## config.mk

```make
export PLATFORM = sky130hd
export DESIGN_NAME = ext_irq_ctrl
export DESIGN_NICKNAME = d
export VERILOG_FILES = /design/src/rtl/ext_irq_pkg.sv /design/src/rtl/ext_irq_sync.sv /design/src/rtl/ext_irq_detect.sv /design/src/rtl/ext_irq_regs.sv /design/src/rtl/ext_irq_ctrl.sv
export SDC_FILE = /design/constraint.sdc
export NUM_CORES = 1
export LEC_CHECK = 0
export ABC_CLOCK_PERIOD_IN_PS = 1300
export BUFFER_PORTS_ARGS = -buffer_cell sky130_fd_sc_hd__buf_4
export CORE_MARGIN = 2
export CORE_UTILIZATION = 52
export CTS_BUF_LIST = sky130_fd_sc_hd__clkbuf_8
export CTS_CLUSTER_SIZE = 8
export DETAILED_ROUTE_END_ITERATION = 12
export GPL_TIMING_DRIVEN = 0
export HOLD_SLACK_MARGIN = 0.08
export PLACE_DENSITY = 0.78
export SLEW_MARGIN = 40
export SYNTH_ARGS = -nofsm -noshare
export SYNTH_HDL_FRONTEND = slang
export SYNTH_SLANG_ARGS = --single-unit
export TNS_END_PERCENT = 30
```

## constraint.sdc

```tcl
create_clock -name clk -period 1.3 [get_ports clk]
set_input_delay 0 -clock clk [delete_from_list [all_inputs] [get_ports clk]]
set_output_delay 0 -clock clk [all_outputs]
set_load 0.01 [all_outputs]
```

## src/rtl/ext_irq_pkg.sv

```systemverilog
package ext_irq_pkg;
    localparam int NUM_CH    = 8;
    localparam int DATA_W    = 8;
    localparam int ADDR_W    = 2;
    localparam int SYNC_LEN  = 2;
    localparam int MODE_W    = 2 * NUM_CH;
    localparam int PINS_BYTE = DATA_W / 2;

    typedef enum logic [1:0] {
        DET_LOW  = 2'b00,
        DET_HIGH = 2'b01,
        DET_RISE = 2'b10,
        DET_FALL = 2'b11
    } det_mode_e;

    typedef enum logic [ADDR_W-1:0] {
        REG_FLAG    = 2'd0,
        REG_ENABLE  = 2'd1,
        REG_MODE_LO = 2'd2,
        REG_MODE_HI = 2'd3
    } reg_sel_e;

    typedef struct packed {
        logic cur;
        logic prev;
    } pin_hist_t;

    function automatic logic detect_hit(det_mode_e m, pin_hist_t h);
        case (m)
            DET_LOW:  return !h.cur;
            DET_HIGH: return h.cur;
            DET_RISE: return h.cur && !h.prev;
            default:  return !h.cur && h.prev;
        endcase
    endfunction
endpackage

```

## src/rtl/ext_irq_sync.sv

```systemverilog
module ext_irq_sync #(
    parameter int N      = ext_irq_pkg::NUM_CH,
    parameter int STAGES = ext_irq_pkg::SYNC_LEN
) (
    input  logic         clk,
    input  logic [N-1:0] pin_i,
    output logic [N-1:0] sync_o
);
    logic [STAGES-1:0][N-1:0] stage_q;

    always_ff @(posedge clk) stage_q[0] <= pin_i;

    for (genvar s = 1; s < STAGES; s++) begin : g_stage
        always_ff @(posedge clk) stage_q[s] <= stage_q[s-1];
    end

    assign sync_o = stage_q[STAGES-1];
endmodule

```

## src/rtl/ext_irq_detect.sv

```systemverilog
module ext_irq_detect
    import ext_irq_pkg::*;
#(
    parameter int N = NUM_CH
) (
    input  logic                  clk,
    input  logic                  rst,
    input  logic      [N-1:0]     sync_i,
    input  det_mode_e [N-1:0]     mode_i,
    output logic      [N-1:0]     evt_o
);
    logic [N-1:0] prev_q;

    always_ff @(posedge clk) prev_q <= sync_i;

    for (genvar i = 0; i < N; i++) begin : g_ch
        pin_hist_t hist;
        assign hist     = '{cur: sync_i[i], prev: prev_q[i]};
        assign evt_o[i] = detect_hit(mode_i[i], hist);

        AST_EDGE_ONCE: assert property (@(posedge clk) disable iff (rst)
            (evt_o[i] && mode_i[i][1]) |=> (!evt_o[i] || !$stable(mode_i[i])));
    end
endmodule

```

## src/rtl/ext_irq_regs.sv

```systemverilog
module ext_irq_regs
    import ext_irq_pkg::*;
(
    input  logic                  clk,
    input  logic                  rst,
    input  logic [ADDR_W-1:0]     bus_addr,
    input  logic                  bus_wr,
    input  logic                  bus_rmw,
    input  logic [DATA_W-1:0]     bus_wdata,
    input  logic [NUM_CH-1:0]     evt_i,
    output logic [DATA_W-1:0]     bus_rdata,
    output det_mode_e [NUM_CH-1:0] mode_o,
    output logic [NUM_CH-1:0]     req_o
);
    reg_sel_e            sel;
    logic [NUM_CH-1:0]   flag_q, en_q, clr_mask;
    logic [MODE_W-1:0]   mode_q;

    assign sel      = reg_sel_e'(bus_addr);
    assign clr_mask = (bus_wr && sel == REG_FLAG) ? ~bus_wdata : '0;

    always_ff @(posedge clk) begin
        if (rst) begin
            flag_q <= '0;
            en_q   <= '0;
            mode_q <= '0;
        end else begin
            flag_q <= (flag_q & ~clr_mask) | evt_i;
            if (bus_wr) begin
                case (sel)
                    REG_ENABLE:  en_q <= bus_wdata;
                    REG_MODE_LO: mode_q[DATA_W-1:0] <= bus_wdata;
                    REG_MODE_HI: mode_q[MODE_W-1:DATA_W] <= bus_wdata;
                    default: ;
                endcase
            end
        end
    end

    for (genvar i = 0; i < NUM_CH; i++) begin : g_mode
        assign mode_o[i] = det_mode_e'(mode_q[2*i+1:2*i]);
    end

    always_comb begin
        case (sel)
            REG_FLAG:    bus_rdata = bus_rmw ? '1 : flag_q;
            REG_ENABLE:  bus_rdata = en_q;
            REG_MODE_LO: bus_rdata = mode_q[DATA_W-1:0];
            default:     bus_rdata = mode_q[MODE_W-1:DATA_W];
        endcase
    end

    assign req_o = flag_q & en_q;

    AST_SET_NEEDS_EVENT: assert property (@(posedge clk) disable iff (rst)
        1'b1 |=> ((flag_q & ~$past(flag_q) & ~$past(evt_i)) == '0));
    AST_ZERO_CLEARS: assert property (@(posedge clk) disable iff (rst)
        (bus_wr && sel == REG_FLAG) |=> ((flag_q & ~$past(bus_wdata) & ~$past(evt_i)) == '0));
    AST_ONE_KEEPS: assert property (@(posedge clk) disable iff (rst)
        (bus_wr && sel == REG_FLAG) |=> ((~flag_q & $past(flag_q) & $past(bus_wdata)) == '0));
    AST_SET_WINS: assert property (@(posedge clk) disable iff (rst)
        1'b1 |=> (($past(evt_i) & ~flag_q) == '0));
endmodule

```

## src/rtl/ext_irq_ctrl.sv

```systemverilog
module ext_irq_ctrl
    import ext_irq_pkg::*;
(
    input  logic              clk,
    input  logic              rst,
    input  logic [NUM_CH-1:0] pin_i,
    input  logic [ADDR_W-1:0] bus_addr,
    input  logic              bus_wr,
    input  logic              bus_rmw,
    input  logic [DATA_W-1:0] bus_wdata,
    output logic [DATA_W-1:0] bus_rdata,
    output logic [NUM_CH-1:0] req_o,
    output logic              irq_o
);
    logic      [NUM_CH-1:0] pin_sync, evt;
    det_mode_e [NUM_CH-1:0] mode;

    ext_irq_sync #(.N(NUM_CH), .STAGES(SYNC_LEN)) u_sync (
        .clk    (clk),
        .pin_i  (pin_i),
        .sync_o (pin_sync)
    );

    ext_irq_detect #(.N(NUM_CH)) u_detect (
        .clk    (clk),
        .rst    (rst),
        .sync_i (pin_sync),
        .mode_i (mode),
        .evt_o  (evt)
    );

    ext_irq_regs u_regs (
        .clk       (clk),
        .rst       (rst),
        .bus_addr  (bus_addr),
        .bus_wr    (bus_wr),
        .bus_rmw   (bus_rmw),
        .bus_wdata (bus_wdata),
        .evt_i     (evt),
        .bus_rdata (bus_rdata),
        .mode_o    (mode),
        .req_o     (req_o)
    );

    assign irq_o = |req_o;

    AST_RMW_ALL_ONES: assert property (@(posedge clk) disable iff (rst)
        (bus_rmw && bus_addr == REG_FLAG) |-> (bus_rdata == '1));
    AST_REQ_NEEDS_ENABLE: assert property (@(posedge clk) disable iff (rst)
        (bus_wr && bus_addr == REG_ENABLE) |=> ((req_o & ~$past(bus_wdata)) == '0));
endmodule

```

[After elaboration in Yosys (flattened, before gate mapping)]
Cells that the tools add are included.
Cells by class
  reductions and logical operators: 46
  eq/ne operators: 19
  bitwise operators: 5
  mux-type cells: 11
Operators by type and width (count)
  $pmux 1 s3: 8
  $pmux 8 s3: 1
  $eq 2x2->1 const B: 10
  $eq 2x1->1 const B: 9
  $logic_not 2->1: 9
  $logic_and 1x1->1: 17
  $and 8x8->8: 2
  $logic_not 1->1: 16
  $mux 8: 2
  $not 8->8: 2
  $or 8x8->8: 1
  $reduce_or 8->1: 1
  $reduce_and 2->1: 3
Word-level totals
  output and inout bits: 17
  flip-flop bits (word level): 56

[Logic depth before layout (Yosys ltp)]
  depth in word-level cells: 6
  gate-level depth with buffers: 5
  mapped depth without buffers: 3

[Hierarchy]
From an unflattened synthesis, not the netlist that was laid out.
Unflattened totals
  cell total of the unflattened synthesis: 224
  area total of the unflattened synthesis: 2487.4 sq um
By module, submodules not included
  ext_irq_regs: area each 1622.8 sq um, seq. area each 640.6 sq um, instances 1, cells each 150
  ext_irq_detect: area each 467.9 sq um, seq. area each 160.2 sq um, instances 1, cells each 47
  ext_irq_sync: area each 380.4 sq um, seq. area each 320.3 sq um, instances 1, cells each 24
  ext_irq_ctrl: area each 16.3 sq um, seq. area each 0.0 sq um, instances 1, cells each 3

[Worst setup path before layout]
No wires, ideal clock.
  path type: register to output
  start: register u_regs.flag_q[1]
  end: output port irq_o
  data required time: 1.300 ns
  cell stages (with the launch flop): 4
  slack: -0.184 ns
  buffers on the path: 0
  arrival time: 1.484 ns
  cells stage by stage: dfxtp_1 -> and2_1 -> or4_1 -> or4_1
Between the ends
  longest elaborated chain between the ends: 2
Ends and longest elaborated chain
  from (decl): RTL line ext_irq_regs.sv:16  | logic [NUM_CH-1:0] flag_q, en_q, clr_mask;
  from (signal assigned): RTL line ext_irq_regs.sv:28  | flag_q <= (flag_q & ~clr_mask) | evt_i;
  $and 8x8->8: RTL line ext_irq_regs.sv:53  | assign req_o = flag_q & en_q;
  net req_o[1]: RTL line ext_irq_ctrl.sv:12  | output logic [NUM_CH-1:0] req_o,
  $reduce_or 8->1: RTL line ext_irq_ctrl.sv:45  | assign irq_o = |req_o;
  to (decl): RTL line ext_irq_ctrl.sv:13  | output logic irq_o
The timed path passes the listed nets, and every way through them passes these cells.

[Worst setup path in the final report]
  start: register u_regs.flag_q[2]
  end: output port irq_o
Between the ends
  longest elaborated chain between the ends: 2
Ends and longest elaborated chain (RTL line)
  $and 8x8->8: ext_irq_regs.sv:53
  $reduce_or 8->1: ext_irq_ctrl.sv:45
Every way passes these cells.

==> key figures <==
Placement
  – Pre-CTS WS: -0.260 ns
  – Final HPWL DP: 3220 um
  – GP Congestion: 0.730
  – IO buf count: 38
  – Placed Cells incl. Taps: 287
  – DP Area: 2580 um2

Final layout
  – Final Util: 71.7%
  – Nets: 284
  – Share of cells above drive strength 1: 33.1%
  – Cell area after layout: 2910 um2
  – Area delta synth->final: 30.7%
  – Fin cells: 313
  – N_diodes: 0

Yosys
  – Synthesized flop and latch total: 56
  – Top-count cell post-synth: dfxtp_1
  – Number of library cell types mapped by synthesis: 22
  – Mapped Area: 2230 um2
  – Post-synth EDFFs: 0
  – Most used DFF post-synth: dfxtp_1
  – Leading area contributor after synthesis: dfxtp_1
  – Top cells by count, synth: dfxtp_1 (56), mux2i_1 (24), nor2_1 (24)
  – Synth Area per Inst: 11.2 um2
  – Synth top area share: 50.4%
  – Sequential element share of the synthesized area: 50.4%
  – Post-synth ARST share: 0%
  – Yosys warnings: 0
  – Synthesized instance count: 199
  – Synth top area cells: dfxtp_1 (50%), mux2i_1 (11%), mux4_2 (8.1%)
  – Syn_nets: 221

Route
  – Met1 WL: 2180 um
  – Max layer used: met4
  – Drt initial violations: 85
  – DRC errors left: 0
  – Antenna-violating nets left: 0
  – Via Count: 1,721
  – Met3 routed WL: 256 um
  – Metal2 WL: 2290 um
  – Routed Wire Length: 4780 um
  – Drt pass-1 iters: 4
  – Vias per Instance: 5.50
  – Detailed-route wire length per cell: 15.3 um

STA
  – Final setup fails: 9
  – Period utilisation layout: 145%
  – Max_slew headroom: 58.9%
  – Slew of the pin with the lowest slew margin: 0.615 ns
  – RSZ-0062 raised after global routing: yes
  – FMAX: 530 MHz
  – Fin. max-slew vios: 0
  – Setup TNS: -2.17 ns
  – Final Hold Viols: 0
  – Post-route setup slack: -0.587 ns
  – Setup Skew: 0.00774 ns
  – WHS: 0.314 ns
  – Fin crit period: 1.89 ns

Setup path
  – Required @ worst endpoint: 1.30 ns
  – Reg2reg setup slack: 0.28 ns
  – Maximum fanout along the worst path: 2
  – WP data arrival: 1.89 ns
  – Reg2reg start: u_regs.mode_o[11]
  – Crit end category: output pin
  – Crit path launch type: flop
  – Worst R2R Path Depth: 3
  – R2R Path End: u_regs.flag_q[5]
  – Worst setup path class: reg -> out

Flow run
  – Number of max-cap violations: 0

Floorplanning
  – Die span in x: 69.4 um
  – Die height: 69.4 um
  – IO Pins: 39
  – Die area: 4820 um2
  – Initial core utilization: 54.9%
  – Core Footprint: 4060 um2
  – Number of placement rows: 23

Global routing
  – Pin count of the biggest net entering global routing: 18
  – GRT Util Overall: 20.5%
  – Initial antenna violation count: 0
  – Vias in the first global route: 1,634
  – First-pass GRT wire length: 7720 um
  – Overflow after GRT: 0

Clock tree
  – CTS tree: done
  – Num CTS Buffers: 5
  – Max clock buf depth: 2
  – Worst-skew pair later-pin latency: 0.31 ns
  – Reg clk slew, reported paths: 0.10 ns
  – Root Buffer: clkbuf_8
  – H-tree levels: 2
  – CTS Sinks: 56

Power and ir drop
  – Lkg Pwr: 1.30 nW
  – VDD IR max: 0.825 mV
  – Clock Power Share: 30.3%
  – Logic pwr share: 13.7%
  – PnR Total Power: 3.34 mW
  – Psw: 0.817 mW
  – Sequential power share: 56.0%
  – Pwr Density: 1150 nW/um2
  – Fraction of power spent switching nets: 24.5%
  – Pint: 2.52 mW

Run status
  – Failing checks: setup timing
  – Result of the run: finished with violations

Hold path
  – Worst Hold Class: in -> reg
  – Worst Min Path Start: bus_wr
  – Hold Path Depth: 5
  – Endpoint, Worst Hold: u_regs.en_q[7]
==> critical path, cell delays in order (launching register included) <==
cell	delay (ns)
dfxtp_2	0.33
and2_4	0.16
or4_4	0.53
or4_4	0.42
buf_6	0.13
==> timing repair <==
action	CTS	global route
setup endpoints to repair	9	9
hold buffers	17	0
gates resized for setup	8	13
gates cloned	0	0
setup buffers	1	1
endpoints found under the hold margin	40	0
pin swaps	0	5
==> worst max path at each step <==
stage,start,cells after the start,end
2_1_floorplan,u_regs.flag_q[2],3,irq_o
3_5_place_dp,u_regs.flag_q[2],4,irq_o
3_3_place_gp,u_regs.flag_q[2],4,irq_o
6_report,u_regs.flag_q[2],4,irq_o
5_1_grt,u_regs.flag_q[2],4,irq_o
4_1_cts,u_regs.flag_q[2],4,irq_o
==> registers in the layout (all words and copies together), names as in the netlist <==
register / cells
u_regs.mode_o: 16
u_regs.en_q: 8
u_detect.prev_q: 8
u_sync.stage_q: 8
u_sync.sync_o: 8
u_regs.flag_q: 8
==> layer usage <==
layer	vias up	global-route usage, %
met5	-	0
met4	0	4.58
li1	836	-
met1	827	25.7
met3	7	5.96
met2	51	34.8
==> cells by family (layout without fill, tap and decap cells) <==
logic type      after synthesis  after routing  synth area share, %
simple gates                 71             71                 18.6
flops                        56             56                 50.4
mux                          32             32                 18.9
compound gates               31             31                 10.2
buf+inv                       8             72                 1.57
xor+xnor                      1              1                0.394
==> placed cells by master, fill, tap and decap left out <==
cell	n
a21oi_1	7
a31oi_1	1
a32o_1	7
and2_1	6
and2_4	2
and3b_1	1
buf_2	4
buf_4	32
buf_6	7
clkbuf_1	4
clkbuf_8	6
clkinvlp_4	2
dfxtp_1	49
dfxtp_2	7
dlygate4sd3_1	17
mux2i_1	24
mux4_2	8
nand2b_1	8
nand3_1	1
nand3b_1	16
nor2_1	24
nor3b_1	1
o21ai_0	9
o21ba_2	7
or2_2	3
or2_4	6
or3b_2	1
or4_4	2
xnor2_1	1
==> final cells by class <==
| cell class | count | area, um2 |
|---|---|---|
| multi-input combinational | 135 | 1090 |
| clock buffer | 6 | 82.6 |
| clock inverter | 2 | 15.0 |
| tap | 50 | 62.6 |
| sequential | 56 | 1130 |
| buffer | 8 | 35.0 |
| fill | 328 | 1150 |
| timing repair buffer | 56 | 489 |
==> power by group through the flow <==
stage / registers [mW] / clock network, mW / logic, mW
2_1_floorplan: 1.88 / 0 / 0.240
3_3_place_gp: 1.90 / 0 / 0.381
3_5_place_dp: 1.90 / 0 / 0.387
4_1_cts: 1.86 / 1.03 / 0.445
5_1_grt: 1.88 / 1.08 / 0.496
6_report: 1.87 / 1.01 / 0.458
No activity file was read; power rests on OpenSTA's default activity.
